===== src/rtl/tas_pkg.sv =====
package tas_pkg;
  typedef enum logic [2:0] {
    ST_IDLE,
    ST_RD_REQ,
    ST_RD_WAIT,
    ST_WR_REQ,
    ST_WR_WAIT
  } seq_state_t;

  localparam logic [1:0] DST_MEM  = 2'b00;
  localparam logic [1:0] DST_WREG = 2'b01;
  localparam int         CARRY_BIT = 0;
endpackage


===== src/rtl/tas_bit_ops.sv =====
module tas_bit_ops #(
  parameter int WORD_W = 24,
  parameter int IDX_W  = 5
) (
  input  logic [WORD_W-1:0] word_in,
  input  logic [IDX_W-1:0]  idx,
  output logic              old_bit,
  output logic [WORD_W-1:0] word_set,
  output logic              idx_ok
);
  logic [WORD_W-1:0] sel;

  // one-hot decode of the index; out-of-range indices give an empty mask
  for (genvar g = 0; g < WORD_W; g++) begin : g_dec
    assign sel[g] = (idx == IDX_W'(g));
  end

  assign old_bit  = |(word_in & sel);
  assign word_set = word_in | sel;
  assign idx_ok   = |sel;
endmodule


===== src/rtl/tas_seq.sv =====
module tas_seq
  import tas_pkg::*;
#(
  parameter int ADDR_W = 16,
  parameter int DATA_W = 24,
  parameter int IDX_W  = 5
) (
  input  logic              clk,
  input  logic              rst_n,
  input  logic              start,
  input  logic [ADDR_W-1:0] start_addr,
  input  logic [IDX_W-1:0]  start_idx,
  input  logic              mem_ready,
  input  logic [DATA_W-1:0] mem_rdata,
  output logic              idle,
  output logic              rd_req,
  output logic              wr_req,
  output logic              lock,
  output logic              finish,
  output logic              done_q,
  output logic [ADDR_W-1:0] addr_q,
  output logic [IDX_W-1:0]  idx_q,
  output logic [DATA_W-1:0] word_q
);
  seq_state_t state, state_nx;

  always_comb begin
    state_nx = state;
    unique case (state)
      ST_IDLE:    if (start) state_nx = ST_RD_REQ;
      ST_RD_REQ:  state_nx = ST_RD_WAIT;
      ST_RD_WAIT: if (mem_ready) state_nx = ST_WR_REQ;
      ST_WR_REQ:  state_nx = ST_WR_WAIT;
      ST_WR_WAIT: if (mem_ready) state_nx = ST_IDLE;
      default:    state_nx = ST_IDLE;
    endcase
  end

  always_ff @(posedge clk or negedge rst_n) begin
    if (!rst_n) begin
      state  <= ST_IDLE;
      addr_q <= '0;
      idx_q  <= '0;
      word_q <= '0;
      done_q <= 1'b0;
    end else begin
      state  <= state_nx;
      done_q <= finish;
      if (state == ST_IDLE && start) begin
        addr_q <= start_addr;
        idx_q  <= start_idx;
      end
      if (state == ST_RD_WAIT && mem_ready) word_q <= mem_rdata;
    end
  end

  assign idle   = (state == ST_IDLE);
  assign rd_req = (state == ST_RD_REQ);
  assign wr_req = (state == ST_WR_REQ);
  assign lock   = (state != ST_IDLE);
  assign finish = (state == ST_WR_WAIT) && mem_ready;
endmodule


===== src/rtl/tas_cc_regs.sv =====
module tas_cc_regs
  import tas_pkg::*;
#(
  parameter int DATA_W = 24,
  parameter int FLAG_W = 8
) (
  input  logic              clk,
  input  logic              rst_n,
  input  logic              mem_fin,
  input  logic              mem_old,
  input  logic              wreg_op,
  input  logic              wreg_old,
  input  logic [DATA_W-1:0] wreg_next,
  input  logic              stat_op,
  input  logic [FLAG_W-1:0] stat_next,
  output logic [FLAG_W-1:0] flags,
  output logic [DATA_W-1:0] wreg
);
  always_ff @(posedge clk or negedge rst_n) begin
    if (!rst_n) begin
      flags <= '0;
      wreg  <= '0;
    end else begin
      if (mem_fin) flags[CARRY_BIT] <= mem_old;
      if (wreg_op) begin
        flags[CARRY_BIT] <= wreg_old;
        wreg             <= wreg_next;
      end
      if (stat_op) flags <= stat_next;
    end
  end
endmodule


===== src/rtl/tas_unit.sv =====
module tas_unit
  import tas_pkg::*;
#(
  parameter  int ADDR_W = 16,
  parameter  int DATA_W = 24,
  parameter  int FLAG_W = 8,
  localparam int IDX_W  = $clog2(DATA_W)
) (
  input  logic              clk,
  input  logic              rst_n,
  input  logic              cmd_valid,
  output logic              cmd_ready,
  input  logic [IDX_W-1:0]  cmd_index,
  input  logic [ADDR_W-1:0] cmd_addr,
  input  logic [1:0]        cmd_dest,
  output logic              mem_rd_req,
  output logic              mem_wr_req,
  output logic [ADDR_W-1:0] mem_addr,
  output logic [DATA_W-1:0] mem_wdata,
  input  logic [DATA_W-1:0] mem_rdata,
  input  logic              mem_ready,
  output logic              mem_lock,
  output logic              done,
  output logic              illegal,
  output logic [FLAG_W-1:0] cc_flags,
  output logic [DATA_W-1:0] work_reg
);
  logic              accept, idx_legal;
  logic              start_mem, start_wreg, start_stat, start_bad;
  logic              seq_idle, seq_finish, seq_done;
  logic [IDX_W-1:0]  seq_idx;
  logic [DATA_W-1:0] seq_word, wreg_next, cmd_mask_unused;
  logic              mem_old, wreg_old, stat_old_unused, mem_ok_unused, stat_ok_unused;
  logic [FLAG_W-1:0] stat_next;
  logic              local_done_q, illegal_q;

  assign accept     = cmd_valid && cmd_ready;
  assign start_mem  = accept && idx_legal && (cmd_dest == DST_MEM);
  assign start_wreg = accept && idx_legal && (cmd_dest == DST_WREG);
  assign start_stat = accept && idx_legal && cmd_dest[1];
  assign start_bad  = accept && !idx_legal;

  tas_seq #(.ADDR_W(ADDR_W), .DATA_W(DATA_W), .IDX_W(IDX_W)) u_seq (
    .clk(clk), .rst_n(rst_n),
    .start(start_mem), .start_addr(cmd_addr), .start_idx(cmd_index),
    .mem_ready(mem_ready), .mem_rdata(mem_rdata),
    .idle(seq_idle), .rd_req(mem_rd_req), .wr_req(mem_wr_req),
    .lock(mem_lock), .finish(seq_finish), .done_q(seq_done),
    .addr_q(mem_addr), .idx_q(seq_idx), .word_q(seq_word)
  );

  // modify path for the word fetched from memory
  tas_bit_ops #(.WORD_W(DATA_W), .IDX_W(IDX_W)) u_mem_bits (
    .word_in(seq_word), .idx(seq_idx),
    .old_bit(mem_old), .word_set(mem_wdata), .idx_ok(mem_ok_unused)
  );

  // modify path for the work register; its range check qualifies every command
  tas_bit_ops #(.WORD_W(DATA_W), .IDX_W(IDX_W)) u_wreg_bits (
    .word_in(work_reg), .idx(cmd_index),
    .old_bit(wreg_old), .word_set(wreg_next), .idx_ok(idx_legal)
  );

  // status flag byte: indices beyond the flag width decode to an empty mask
  tas_bit_ops #(.WORD_W(FLAG_W), .IDX_W(IDX_W)) u_stat_bits (
    .word_in(cc_flags), .idx(cmd_index),
    .old_bit(stat_old_unused), .word_set(stat_next), .idx_ok(stat_ok_unused)
  );

  assign cmd_mask_unused = '0;

  tas_cc_regs #(.DATA_W(DATA_W), .FLAG_W(FLAG_W)) u_regs (
    .clk(clk), .rst_n(rst_n),
    .mem_fin(seq_finish), .mem_old(mem_old),
    .wreg_op(start_wreg), .wreg_old(wreg_old), .wreg_next(wreg_next),
    .stat_op(start_stat), .stat_next(stat_next),
    .flags(cc_flags), .wreg(work_reg)
  );

  always_ff @(posedge clk or negedge rst_n) begin
    if (!rst_n) begin
      local_done_q <= 1'b0;
      illegal_q    <= 1'b0;
    end else begin
      local_done_q <= start_wreg || start_stat;
      illegal_q    <= start_bad;
    end
  end

  assign cmd_ready = seq_idle;
  assign done      = seq_done || local_done_q;
  assign illegal   = illegal_q;
endmodule


===== config.mk =====
export PLATFORM = sky130hd
export DESIGN_NAME = tas_unit
export DESIGN_NICKNAME = d
export VERILOG_FILES = /design/src/rtl/tas_pkg.sv /design/src/rtl/tas_bit_ops.sv /design/src/rtl/tas_seq.sv /design/src/rtl/tas_cc_regs.sv /design/src/rtl/tas_unit.sv
export SDC_FILE = /design/constraint.sdc
export NUM_CORES = 1
export LEC_CHECK = 0
export ABC_AREA = 1
export BUFFER_PORTS_ARGS = -buffer_cell sky130_fd_sc_hd__buf_4
export CAP_MARGIN = 20
export CORE_MARGIN = 10
export CORE_UTILIZATION = 55
export DETAILED_ROUTE_END_ITERATION = 6
export PLACE_DENSITY_LB_ADDON = 0.15
export SYNTH_ARGS = -nofsm -noshare
export SYNTH_HDL_FRONTEND = slang
export SYNTH_SLANG_ARGS = --single-unit

===== constraint.sdc =====
create_clock -name clk -period 4.25 [get_ports clk]
set_clock_uncertainty 0.15 [all_clocks]
set_input_delay 0.6375 -clock clk [delete_from_list [all_inputs] [get_ports clk]]
set_output_delay 0.6375 -clock clk [all_outputs]
set_load 0.005 [all_outputs]

**After elaboration in Yosys (flattened, before gate mapping)**

Index checks and enable logic that the tools add are counted.
W data, S select, Z words.

- Equality and inequality tests: 54
- Multiplexer cells: 7
- Bitwise gates (word level): 5
- Reductions and logical operators: 22

Operators with widths:

| cell | count |
|---|---|
| $eq A5 B4 Y1 const B | 16 |
| $eq A5 B5 Y1 const B | 16 |
| $reduce_or A24 Y1 | 3 |
| $and A24 B24 Y24 | 2 |
| $or A24 B24 Y24 | 2 |
| $eq A5 B3 Y1 const B | 8 |
| $eq A5 B2 Y1 const B | 4 |
| $pmux W3 S5 | 1 |
| $eq A5 B1 Y1 const B | 2 |
| $logic_not A5 Y1 | 2 |
| $logic_and A1 B1 Y1 | 9 |
| $mux W3 | 3 |
| $or A8 B8 Y8 | 1 |
| $eq A3 B2 Y1 const B | 2 |
| $reduce_bool A3 Y1 | 2 |
| $ne A2 B2 Y1 const B | 2 |
| $eq A3 B1 Y1 const B | 1 |
| $eq A3 B3 Y1 const B | 1 |
| $logic_not A3 Y1 | 1 |
| $mux W1 | 3 |
| $reduce_and A3 Y1 | 1 |
| $eq A2 B1 Y1 const B | 1 |
| $logic_not A2 Y1 | 1 |
| $logic_or A1 B1 Y1 | 2 |
| other kinds (2) | 2 |

- Register bits after elaboration: 83
- Logic and storage cells: 98

**Longest topological paths before layout**

Gate-level depths: netlist (run 1).

- Depth after elaboration: 6
- Gate-level depth with buffers: 12
- Gate-level depth less buffers: 11

**Hierarchy**

A second synthesis (run 1) with hierarchy kept.

- Cell total of the unflattened synthesis: 598
- Area total of the unflattened synthesis: 4712.0 um2

Modules (own cells, without submodules):

| module | times used | cells an instance | area each (um2) |
|---|---|---|---|
| tas_seq | 1 | 217 | 2067.0 |
| tas_cc_regs | 1 | 142 | 1253.7 |
| tas_bit_ops at u_mem_bits ... | 2 | 95 | 534.3 |
| tas_bit_ops at u_stat_bits | 1 | 34 | 215.2 |
| tas_unit | 1 | 15 | 107.6 |

**Least setup slack after synthesis (run 1)**

Ideal clock, no wire load.

- Path type: input port to flip-flop
- Start point: input port cmd_index[4]
- End point: register u_regs.flags[0]
- Arrival time: 1.550 ns
- Required time: 3.978 ns
- Setup slack: 2.428 ns
- Cell stages on the path: 11
- Cell sequence: buf_2 -> inv_2 -> clkbuf_8 -> nand3_1 -> nand2_1 -> nor2_1 -> nand2_2 -> nor2_2 -> nand2_1 -> nand2_1 -> a21oi_2

- Cells in the longest elaborated chain, start to end: 6
- Elaborated cells between the ends (all ways): 34
- Classes of those cells: eq/ne (23); mux (2); bitwise (2); reduce/logical (7)

Ends and longest elaborated chain:

| item | line | RTL |
|---|---|---|
| start, declared | tas_unit.sv:13 | `input logic [IDX_W-1:0] cmd_index,` |
| $eq A5 B4 Y1 (tied with other cells) | tas_bit_ops.sv:15 | `assign sel[g] = (idx == IDX_W'(g));` |
| $reduce_or A24 Y1 | tas_bit_ops.sv:20 | `assign idx_ok = \|sel;` |
| $logic_and A1 B1 Y1 | tas_unit.sv:39, tas_unit.sv:40 |  |
| $logic_and A1 B1 Y1 | tas_unit.sv:39 | `assign start_wreg = accept && idx_legal && (cmd_dest == DST_WREG);` |
| $mux W1 | tas_cc_regs.sv:25 | `if (wreg_op) begin` |
| $mux W1 | tas_cc_regs.sv:29 | `if (stat_op) flags <= stat_next;` |
| end signal, assigned by index | tas_cc_regs.sv:24 | `if (mem_fin) flags[CARRY_BIT] <= mem_old;` |
| end signal, assigned by index | tas_cc_regs.sv:26 | `flags[CARRY_BIT] <= wreg_old;` |
| end signal, assigned | tas_cc_regs.sv:29 |  |
| end, declared | tas_cc_regs.sv:16 | `output logic [FLAG_W-1:0] flags,` |

Several ways; a longest one is shown, not always the timed one.
A chain may end at the register's enable or synchronous reset.

**Worst setup path in the final report (run 1)**

- Start point: register u_seq.idx_q[2]
- End point: output port mem_wdata[7]

- Cells in the longest elaborated chain, start to end: 2

Ends and longest elaborated chain:

| item | line | RTL |
|---|---|---|
| start, declared | tas_seq.sv:22 | `output logic [IDX_W-1:0] idx_q,` |
| start signal, assigned | tas_seq.sv:51 | `idx_q <= start_idx;` |
| $eq A5 B3 Y1 | tas_bit_ops.sv:15 |  |
| $or A24 B24 Y24 | tas_bit_ops.sv:19 | `assign word_set = word_in \| sel;` |
| end, declared | tas_unit.sv:19 | `output logic [DATA_W-1:0] mem_wdata,` |

Every way passes these cells.

==> out/metrics.cfg, run 1 <==
[status]
outcome = finished, final reports clean

[synth]
ys_seq_area_share_pct = 50.02
synth_nets = 499
synth.avg_cell_area_um2 = 9.269
syn_inst = 448
yosysUniqueCellTypes = 34
netlist_area_mm2 = 0.004153
ys_warn_count = 0
ys_ff_latch = 83

[final_layout]
drive_above_1_share_pct = 35.59
diodes = 0
final_cell_mix = buf_4, nand2_1, dfrtp_1
final_cells = 675
syn_to_final_growth_pct = 28.05
post-route-util_pct = 72.92
nets = 622
fillers = 580
final_common_cell = buf_4

[die]
core_mm2 = 0.007292
dieArea_mm2 = 0.01143
start_util_pct = 56.95
rows = 31
ios = 129
die_y_um = 106.9
die_x_um = 106.9

[cts]
cts_made_buffers = 9
clk-insertion-delay-late_ns = 0.36
clock-sinks = 83
post_cts_resize_count = 0
clk_pin_slew_worst_paths_ns = 0.08
cts_buffer_depth = 2
cts_setup_buffers = 0
cts_tree = yes
h-tree-depth = 3
ctsHoldBuffers = 0
root_buffer = clkbuf_8

[pwr]
power.switching_mw = 1.227
cellLeakagePower_nw = 2.918
powerDensity_mw_per_mm2 = 607.8
p_seq_share_pct = 40.8
power_frac_comb_pct = 42.6
pwr-share-clk_pct = 16.6
sw_frac_of_total_pct = 37.95
p_int_mw = 2.006
irDropWorstVdd_v = 0.0003117

[worst_setup_path]
cp.arrival_ns = 1.75
crit_type = flip-flop to output port
path_max_fanout = 11
r2r_start = u_seq.state[0]
r2r_cells = 10
crit_path_end_kind = output port
reg2reg_slack_ns = 2.20
cp.required_ns = 3.46
r2r-end = u_regs.flags[0]
worst_setup_path_start_kind = flip-flop

[sta]
grt_setup_unrepaired = false
relSlewSlack_pct = 55.21
hold_viol_final = 0
max_slew.worst_pin.slew_ns = 0.6694
maxSlewViolCount = 0
layout_min_cycle_time_ns = 2.537
setup_viol = 0
fmax_mhz = 394.2
fin_crit_sh_pct = 59.69
setup_tns_ns = 0

[global_routing]
grt_max_degree = 84
overflow = 0
antenna_found_initial = 0
grt_pass1_vias = 3661
grt_usage_pct = 19.67
grt_pass1_wl_um = 18280

[min_path]
holdCritPathClass = input port to async pin

[drt]
firstDrtPassIters = 4
vias = 3566
drt-initial-drc-count = 171
vias_per_cell = 5.283
routed_wl_um = 11390
remaining_drc_errors = 0
ant_nets = 0
avgRoutedWirePerCell_um = 16.87

[placed_design]
dp_hpwl_um = 8645
numPortBuffers = 128
place_congestion = 0.9199
dp.cells = 658

[flow_run]
drv_cap = 0

[power groups by stage]
stage	Combinational (mW)	Clock, mW	Sequential (mW)
final	1.38	0.538	1.32
after global routing	1.53	0.580	1.35
after CTS	1.40	0.551	1.31
after detailed placement	1.39	0	1.33
after global placement	1.36	0	1.31
after floorplan	0.775	0	1.26
[layer usage]
layer  wire length (µm)  track usage, %  part of all wire, %  vias up
li1                   -               -                    -     1747
met1               4524           22.83                   40     1690
met3                846           6.647                  7.4       15
met4                189           6.576                  1.7        0
met2               5827           33.36                   51      114
met5                  0               0                    0        -
[cells by family after synthesis]
family                 share of synthesized area, %
AOI/OAI and AO/OA                             11.90
buffers and inverters                         5.604
DFF                                           50.02
muxes                                         5.695
and+or+nand+nor                               26.79
[critical path, stage by stage, from the launching register on]
cell	delay, ns
dfrtp_1	0.51
inv_2	0.04
nor2_1	0.52
a21o_1	0.22
buf_4	0.11
[cell usage after synthesis (all sizes together)]
master / n / share of area [%]
dfrtp: 83 / 50
nand2: 115 / 11
a21o: 23 / 4.2
o22ai: 1 / 0.15
o21ai: 7 / 0.84
nand4: 18 / 2.9
mux2: 21 / 5.7
or2: 4 / 0.60
clkbuf: 2 / 0.42
buf: 15 / 2.6
a41o: 5 / 1.3
nor2: 61 / 7.7
o31ai: 3 / 0.54
nor3: 1 / 0.12
a21oi: 5 / 0.69
a31o: 7 / 1.5
nand3: 33 / 4.5
o21bai: 15 / 2.7
inv: 29 / 2.6
[state kept, by name (all words and copies together), names as in the netlist]
name and cells:
u_regs.wreg 24, u_seq.addr_q 16, u_seq.done_q 1, u_seq.word_q 24
u_regs.flags 8, u_seq.idx_q 5, local_done_q 1, illegal 1
u_seq.state 3
[final cells by class]
type,instances,area (µm²),area share (%)
clock buffers,11,141.4,2.659
repair buffers,129,980.9,18.45
inverters,29,108.9,2.047
clock inverters,5,42.54,0.8000
flip-flops and latches,83,2077,39.06
multi-input cells,319,1843,34.66
well taps,99,123.9,2.329
[per-stage QoR]
stage	setup WS (ns)	hold slack, ns	power [mW]	cell area [µm²]
after floorplan	2.428	0.1919	2.037	4153
after global placement	2.044	0.3105	2.667	5114
after detailed placement	1.998	0.3140	2.720	5114
after CTS	1.719	0.3020	3.264	5298
after global routing	1.547	0.1278	3.460	5318
final	1.713	0.09013	3.232	5318
[worst max path at each step]
| stage | to | cells past startpoint | from |
|---|---|---|---|
| CTS | mem_wdata[7] | 4 | u_seq.idx_q[2] |
| global placement | u_regs.flags[0] | 12 | cmd_index[0] |
| finish | mem_wdata[7] | 4 | u_seq.idx_q[2] |
| global route | mem_wdata[7] | 4 | u_seq.idx_q[2] |
| floorplan | u_regs.flags[0] | 11 | cmd_index[4] |
| detailed placement | u_regs.flags[0] | 9 | cmd_index[4] |
No activity file was read; power rests on OpenSTA's default activity.
==> run 2, diff against run 1 <==
--- a/config.mk
+++ b/config.mk
@@ -5,11 +5,11 @@
 export SDC_FILE = /design/constraint.sdc
 export NUM_CORES = 1
 export LEC_CHECK = 0
-export ABC_AREA = 1
+export ABC_AREA = 0
 export BUFFER_PORTS_ARGS = -buffer_cell sky130_fd_sc_hd__buf_4
 export CAP_MARGIN = 20
 export CORE_MARGIN = 10
-export CORE_UTILIZATION = 55
+export CORE_UTILIZATION = 51
 export DETAILED_ROUTE_END_ITERATION = 6
 export PLACE_DENSITY_LB_ADDON = 0.15
 export SYNTH_ARGS = -nofsm -noshare
==> constraint.sdc (replaced) <==
create_clock -name clk -period 2.6 [get_ports clk]
set_clock_uncertainty 0.15 [all_clocks]
set_input_delay 0.39 -clock clk [delete_from_list [all_inputs] [get_ports clk]]
set_output_delay 0.39 -clock clk [all_outputs]
set_load 0.005 [all_outputs]
==> run 2 against run 1 <==
Sequential cell count did not move. Final area fell by 0.75%. Setup slack got worse by 1.5 ns. Critical path type unchanged.
==> out/metrics.cfg, run 2 <==
[status]
outcome = finished, final reports clean  ; unchanged

[pwr]
p_int_mw = 3.656  ; was 2.006 mW
power.switching_mw = 1.882  ; was 1.227 mW
pwr-share-clk_pct = 15.9  ; was 16.6%
cellLeakagePower_nw = 2.676  ; was 2.918 nW
sw_frac_of_total_pct = 33.98  ; was 37.95%
p_seq_share_pct = 39.0  ; was 40.8%
power_frac_comb_pct = 45.1  ; was 42.6%
powerDensity_mw_per_mm2 = 1049  ; was 607.8 mW/mm²
irDropWorstVdd_v = 0.0006329  ; was 0.0003117 V

[synth]
ys_ff_latch = 83  ; unchanged
ys_warn_count = 0  ; unchanged
synth_largest_area_cell = dfrtp_1  ; unchanged
netlist_area_mm2 = 0.003969  ; was 0.004153 mm²
synth_nets = 384  ; was 499
ys_seq_area_share_pct = 52.33  ; was 50.02%
synthTopCellsByArea = dfrtp_1, mux2_2, a21o_1  ; was dfrtp_1, nand2_1, a21o_1
yosysUniqueCellTypes = 52  ; was 34
synth_edf_count = 0  ; unchanged
async_reset_ff_share_pct = 100.0  ; unchanged
yosys-top-cells-count = dfrtp_1, mux2_2, a21o_1  ; was nand2_1, dfrtp_1, nor2_1
syn_inst = 333  ; was 448
synth.most_common_cell = dfrtp_1  ; was nand2_1
netlist.area_leader.share_pct = 52.33  ; was 50.02%
ys.flop_type = dfrtp_1  ; unchanged
synth.avg_cell_area_um2 = 11.92  ; was 9.269 µm²

[global_routing]
grt_pass1_wl_um = 17550  ; was 18280 µm
grt_max_degree = 84  ; unchanged
overflow = 0  ; unchanged
grt_usage_pct = 18.71  ; was 19.67%
grt_pass1_vias = 3342  ; was 3661
antenna_found_initial = 0  ; unchanged

[worst_setup_path]
r2r-end = u_regs.flags[0]  ; unchanged
crit_path_end_kind = output port  ; unchanged
crit_start = u_seq.idx_q[1]  ; was u_seq.idx_q[2]
path_max_fanout = 9  ; was 11
reg2reg_slack_ns = 0.35  ; was 2.20 ns
r2r_start = u_seq.idx_q[0]  ; was u_seq.state[0]
cp.arrival_ns = 1.83  ; was 1.75 ns
worst_setup_path_start_kind = flip-flop  ; unchanged
endpoint = mem_wdata[23]  ; was mem_wdata[7]
crit_type = flip-flop to output port  ; unchanged
r2r_cells = 5  ; was 10
cp.required_ns = 2.06  ; was 3.46 ns

[drt]
vias = 3208  ; was 3566
drt-initial-drc-count = 212  ; was 171
avgRoutedWirePerCell_um = 19.17  ; was 16.87 µm
ant_nets = 0  ; unchanged
vias_per_cell = 5.638  ; was 5.283
routed_wl_um = 10910  ; was 11390 µm
firstDrtPassIters = 5  ; was 4
remaining_drc_errors = 0  ; unchanged

[sta]
fin_crit_sh_pct = 91.03
maxSlewViolCount = 0  ; unchanged
hold_viol_final = 0  ; unchanged
grt_setup_unrepaired = false  ; unchanged
max_slew.worst_pin.slew_ns = 0.6951  ; was 0.6694 ns
fmax_mhz = 422.5
relSlewSlack_pct = 53.56  ; was 55.21%
setup_tns_ns = 0  ; unchanged
setup_viol = 0  ; unchanged
layout_min_cycle_time_ns = 2.367

[die]
die_x_um = 108.2  ; was 106.9 µm
core_mm2 = 0.007647  ; was 0.007292 mm²
start_util_pct = 51.90  ; was 56.95%
die_y_um = 108.2  ; was 106.9 µm
rows = 32  ; was 31
ios = 129  ; unchanged
dieArea_mm2 = 0.01171  ; was 0.01143 mm²

[flow_run]
drv_cap = 0  ; unchanged

[final_layout]
post-route-cell-area_mm2 = 0.005278  ; was 0.005318 mm²
final_cell_mix = buf_4, dfrtp_1, mux2_2  ; was buf_4, nand2_1, dfrtp_1
nets = 514  ; was 622
diodes = 0  ; unchanged
fillers = 608  ; was 580
syn_to_final_growth_pct = 32.98  ; was 28.05%
drive_above_1_share_pct = 48.61  ; was 35.59%
top_regs = u_regs.wreg x24, u_seq.word_q x24, u_seq.addr_q x16  ; unchanged
final_common_cell = buf_4  ; unchanged
post-route-util_pct = 69.01  ; was 72.92%

[cts]
cts_made_buffers = 9  ; unchanged
post_cts_resize_count = 0  ; unchanged
clock-sinks = 83  ; unchanged
ctsHoldBuffers = 0  ; unchanged
h-tree-depth = 3  ; unchanged
clk-insertion-delay-late_ns = 0.35  ; was 0.36 ns
root_buffer = clkbuf_8  ; unchanged
cts_tree = yes  ; unchanged
cts_buffer_depth = 2  ; unchanged
clk_pin_slew_worst_paths_ns = 0.08  ; about the same
cts_setup_buffers = 0  ; unchanged

[placed_design]
dp_hpwl_um = 8174  ; was 8645 µm
place_congestion = 0.8578  ; was 0.9199
numPortBuffers = 128  ; unchanged
postPlaceCellArea_mm2 = 0.005056  ; was 0.005114 mm²

[min_path]
holdCritPathClass = input port to flip-flop  ; was input port to async pin

-- run 2: metrics by stage --
stage | hold WS [ns] | setup slack [ns] | instances | power (mW)
2_1_floorplan | -0.05559 | 0.4391 | 333 | 3.419
3_3_place_gp | 0.2917 | 0.3905 | 552 | 4.621
3_5_place_dp | 0.3009 | 0.3098 | 552 | 4.679
4_1_cts | 0.08428 | 0.2312 | 567 | 5.573
5_1_grt | 0.09629 | 0.05584 | 569 | 5.908
6_report | 0.09496 | 0.2333 | 569 | 5.537
-- run 2: cell type report --
| cell class | count | area, µm² | share of cell area [%] |
|---|---|---|---|
| Inverter | 4 | 15.01 | 0.2845 |
| Multi-Input combinational cell | 220 | 1763 | 33.40 |
| Clock buffer | 11 | 131.4 | 2.489 |
| Clock inverter | 4 | 52.55 | 0.9957 |
| Sequential cell | 83 | 2077 | 39.36 |
| Tap cell | 102 | 127.6 | 2.418 |
| Timing Repair Buffer | 145 | 1111 | 21.05 |
-- run 2: metal layers --
layer	track usage [%]	share of wire [%]	wire length [µm]
met2	31.12	50	5435
met1	22.64	41	4475
met5	0	0	0
met4	6.489	1.2	136
met3	5.473	7.9	862
-- run 2: power by group through the flow --
stage / combinational [mW] / sequential (mW) / clock [mW]
after floorplan: 1.38 / 2.04 / 0
after global placement: 2.47 / 2.15 / 0
after detailed placement: 2.50 / 2.18 / 0
after CTS: 2.52 / 2.16 / 0.901
after global routing: 2.73 / 2.23 / 0.954
final: 2.50 / 2.16 / 0.882
-- run 2: critical path, stage by stage, from the launching register on --
cell	delay, ns
dfrtp_1	0.49
buf_4	0.22
nor2b_1	0.41
a41o_1	0.26
buf_4	0.11
-- run 2: worst min-delay path by stage --
stage	startpoint	end	cells after the start
floorplan	rst_n	illegal	0
global placement	u_regs.flags[4]	u_regs.flags[4]	1
detailed placement	u_regs.flags[6]	u_regs.flags[6]	1
CTS	mem_ready	u_seq.state[2]	2
global route	mem_ready	u_seq.state[2]	2
finish	mem_ready	u_seq.state[2]	2
-- run 2: cell families (layout without fill, tap and decap cells) --
| logic type | after synthesis | count (layout) | share of synthesized area [%] |
|---|---|---|---|
| AO/OA/AOI/OAI | 82 | 82 | 16.39 |
| flip-flops | 83 | 83 | 52.33 |
| XOR/XNOR | 1 | 1 | 0.2207 |
| buffers and inverters | 30 | 164 | 3.373 |
| AND/OR/NAND/NOR | 81 | 81 | 11.67 |
| multiplexers | 56 | 56 | 16.02 |
==> run 3, diff against run 2 <==
--- a/config.mk
+++ b/config.mk
@@ -6,8 +6,9 @@
 export NUM_CORES = 1
 export LEC_CHECK = 0
 export ABC_AREA = 0
-export BUFFER_PORTS_ARGS = -buffer_cell sky130_fd_sc_hd__buf_4
+export BUFFER_PORTS_ARGS = -buffer_cell sky130_fd_sc_hd__buf_2
 export CAP_MARGIN = 20
+export CORE_ASPECT_RATIO = 1.2
 export CORE_MARGIN = 10
 export CORE_UTILIZATION = 51
 export DETAILED_ROUTE_END_ITERATION = 6
==> run 3 against run 2 <==
Routed wire length rose by 0.67%. Via count grew 0.75%. Clock-buffer cell count decreased by 2. Largest cell class unchanged. Sequential share of layout area rose by 2.6 points. Sequential cell count unchanged. Clock power increased by 9.4%. Critical path type unchanged. Die area rose by 0.13%. Critical path depth grew 1. Largest power group is now sequential cells. Combinational power shrank 14%.
==> out/metrics.cfg, run 3 (synthesis gave the netlist of run 2 again) <==
[status]
outcome = finished, final reports clean  ; unchanged

[drt]
remaining_drc_errors = 0  ; unchanged
firstDrtPassIters = 5  ; unchanged
vias_per_cell = 5.761  ; was 5.638
avgRoutedWirePerCell_um = 19.58  ; was 19.17 µm
routed_wl_um = 10980  ; was 10910 µm
ant_nets = 0  ; unchanged
vias = 3232  ; was 3208
drt-initial-drc-count = 168  ; was 212

[die]
core_mm2 = 0.007620  ; was 0.007647 mm²
ios = 129  ; unchanged
die_x_um = 100.5  ; was 108.2 µm
rows = 35  ; was 32
die_y_um = 116.6  ; was 108.2 µm
dieArea_mm2 = 0.01173  ; was 0.01171 mm²
start_util_pct = 52.09  ; was 51.90%

[final_layout]
fillers = 629  ; was 608
post-route-util_pct = 65.04  ; was 69.01%
final_common_cell = buf_2  ; was buf_4
top_regs = u_regs.wreg x24, u_seq.word_q x24, u_seq.addr_q x16  ; unchanged
post-route-cell-area_mm2 = 0.004956  ; was 0.005278 mm²
syn_to_final_growth_pct = 24.87  ; was 32.98%
diodes = 0  ; unchanged
drive_above_1_share_pct = 49.25  ; was 48.61%
final_cell_mix = buf_2, dfrtp_1, mux2_2  ; was buf_4, dfrtp_1, mux2_2
nets = 515  ; was 514

[cts]
h-tree-depth = 3  ; unchanged
root_buffer = clkbuf_8  ; unchanged
post_cts_resize_count = 0  ; unchanged
clk-insertion-delay-late_ns = 0.35  ; about the same
cts_buffer_depth = 2  ; unchanged
cts_made_buffers = 9  ; unchanged
cts_tree = yes  ; unchanged
clock-sinks = 83  ; unchanged
clk_pin_slew_worst_paths_ns = 0.09  ; was 0.08 ns

[min_path]
worstHoldEndpoint = u_seq.state[2]  ; unchanged
min_from = mem_ready  ; unchanged
hold-path-cell-count = 2  ; unchanged
holdCritPathClass = input port to flip-flop  ; unchanged

[sta]
maxSlewViolCount = 0  ; unchanged
relSlewSlack_pct = 57.90  ; was 53.56%
max_slew.worst_pin.slew_ns = 0.6315  ; was 0.6951 ns
setup_viol = 0  ; unchanged
fin_crit_sh_pct = 94.19  ; was 91.03%
grt_setup_unrepaired = false  ; unchanged
setup_tns_ns = 0  ; unchanged
setup_slack_ns = 0.1511  ; was 0.2333 ns
hold_viol_final = 0  ; unchanged
layout_min_cycle_time_ns = 2.449  ; was 2.367 ns
fmax_mhz = 408.3  ; was 422.5 MHz

[pwr]
power_frac_comb_pct = 40.6  ; was 45.1%
powerDensity_mw_per_mm2 = 1070  ; was 1049 mW/mm²
p_int_mw = 3.384  ; was 3.656 mW
pwr-share-clk_pct = 18.2  ; was 15.9%
cellLeakagePower_nw = 2.608  ; was 2.676 nW
irDropWorstVdd_v = 0.0006091  ; was 0.0006329 V
power.switching_mw = 1.917  ; was 1.882 mW
p_seq_share_pct = 41.2  ; was 39.0%
sw_frac_of_total_pct = 36.17  ; was 33.98%

[global_routing]
overflow = 0  ; unchanged
antenna_found_initial = 0  ; unchanged
grt_usage_pct = 18.92  ; was 18.71%
grt_pass1_wl_um = 17740  ; was 17550 µm
grt_pass1_vias = 3380  ; was 3342
grt_max_degree = 50  ; was 84

[worst_setup_path]
r2r_start = u_seq.idx_q[3]  ; was u_seq.idx_q[0]
crit_path_end_kind = output port  ; unchanged
r2r_cells = 5  ; unchanged
crit_type = flip-flop to output port  ; unchanged
reg2reg_slack_ns = 0.27  ; was 0.35 ns
cp.required_ns = 2.06  ; about the same
r2r-end = u_regs.flags[0]  ; unchanged
cp.arrival_ns = 1.91  ; was 1.83 ns
path_max_fanout = 19  ; was 9
worst_setup_path_start_kind = flip-flop  ; unchanged

[placed_design]
place_congestion = 0.8802  ; was 0.8578
dp_hpwl_um = 8392  ; was 8174 µm
post-place-ws_ns = 0.3151  ; was 0.3098 ns
postPlaceCellArea_mm2 = 0.004741  ; was 0.005056 mm²
numPortBuffers = 128  ; unchanged

[flow_run]
drv_cap = 0  ; unchanged

run 3: power by group through the flow:
stage | clock network [mW] | logic (mW) | registers (mW)
2_1_floorplan | 0 | 1.38 | 2.04
3_3_place_gp | 0 | 2.15 | 2.18
3_5_place_dp | 0 | 2.17 | 2.20
4_1_cts | 0.991 | 2.19 | 2.18
5_1_grt | 1.04 | 2.39 | 2.25
6_report | 0.965 | 2.15 | 2.18
run 3: how the worst max path moves through the flow:
| stage | start | endpoint | slack (ns) |
|---|---|---|---|
| after floorplan | u_seq.state[0] | u_regs.flags[0] | 0.44 |
| after global placement | cmd_index[4] | u_regs.flags[0] | 0.37 |
| after detailed placement | u_seq.idx_q[3] | u_regs.flags[0] | 0.32 |
| after CTS | u_seq.idx_q[0] | mem_wdata[15] | 0.16 |
| after global routing | u_seq.idx_q[0] | mem_wdata[15] | 0.07 |
| final | u_seq.idx_q[0] | mem_wdata[15] | 0.15 |
run 3: worst max-delay path: stages, from the launching register on:
cell      delay [ns]
dfrtp_1         0.36
buf_4           0.22
nor2b_1         0.46
nand2_1         0.18
o21bai_1        0.19
buf_2           0.14
run 3: area by class of cell:
cell class                 count  area [µm²]  area share [%]
sequential                    83        2077           41.91
multi-input combinational    220        1763           35.57
timing repair buffer         146       780.7           15.75
clock buffer                   9       123.9           2.499
tap                           92       115.1           2.323
clock inverter                 7       81.33           1.641
inverter                       4       15.01          0.3030
run 3: timing repair:
| action | CTS | global route |
|---|---|---|
| hold endpoints to repair | 47 | 0 |
| setup buffers | 0 | 0 |
| hold buffers | 1 | 0 |
run 3: per-layer routing:
layer | up-vias | GRT usage, % | part of all wire [%]
li1 | 1494 | - | -
met1 | 1611 | 22.70 | 40
met2 | 120 | 32.19 | 52
met3 | 7 | 5.799 | 7.6
met4 | 0 | 4.906 | 0.75
met5 | - | 0 | 0
run 3: metrics by stage:
stage	power, mW	hold slack (ns)	instances
after detailed placement	4.377	0.2886	544
after global placement	4.325	0.2887	544
after CTS	5.359	0.07631	561
after floorplan	3.419	-0.05559	333
final	5.302	0.08874	561
after global routing	5.677	0.08904	561
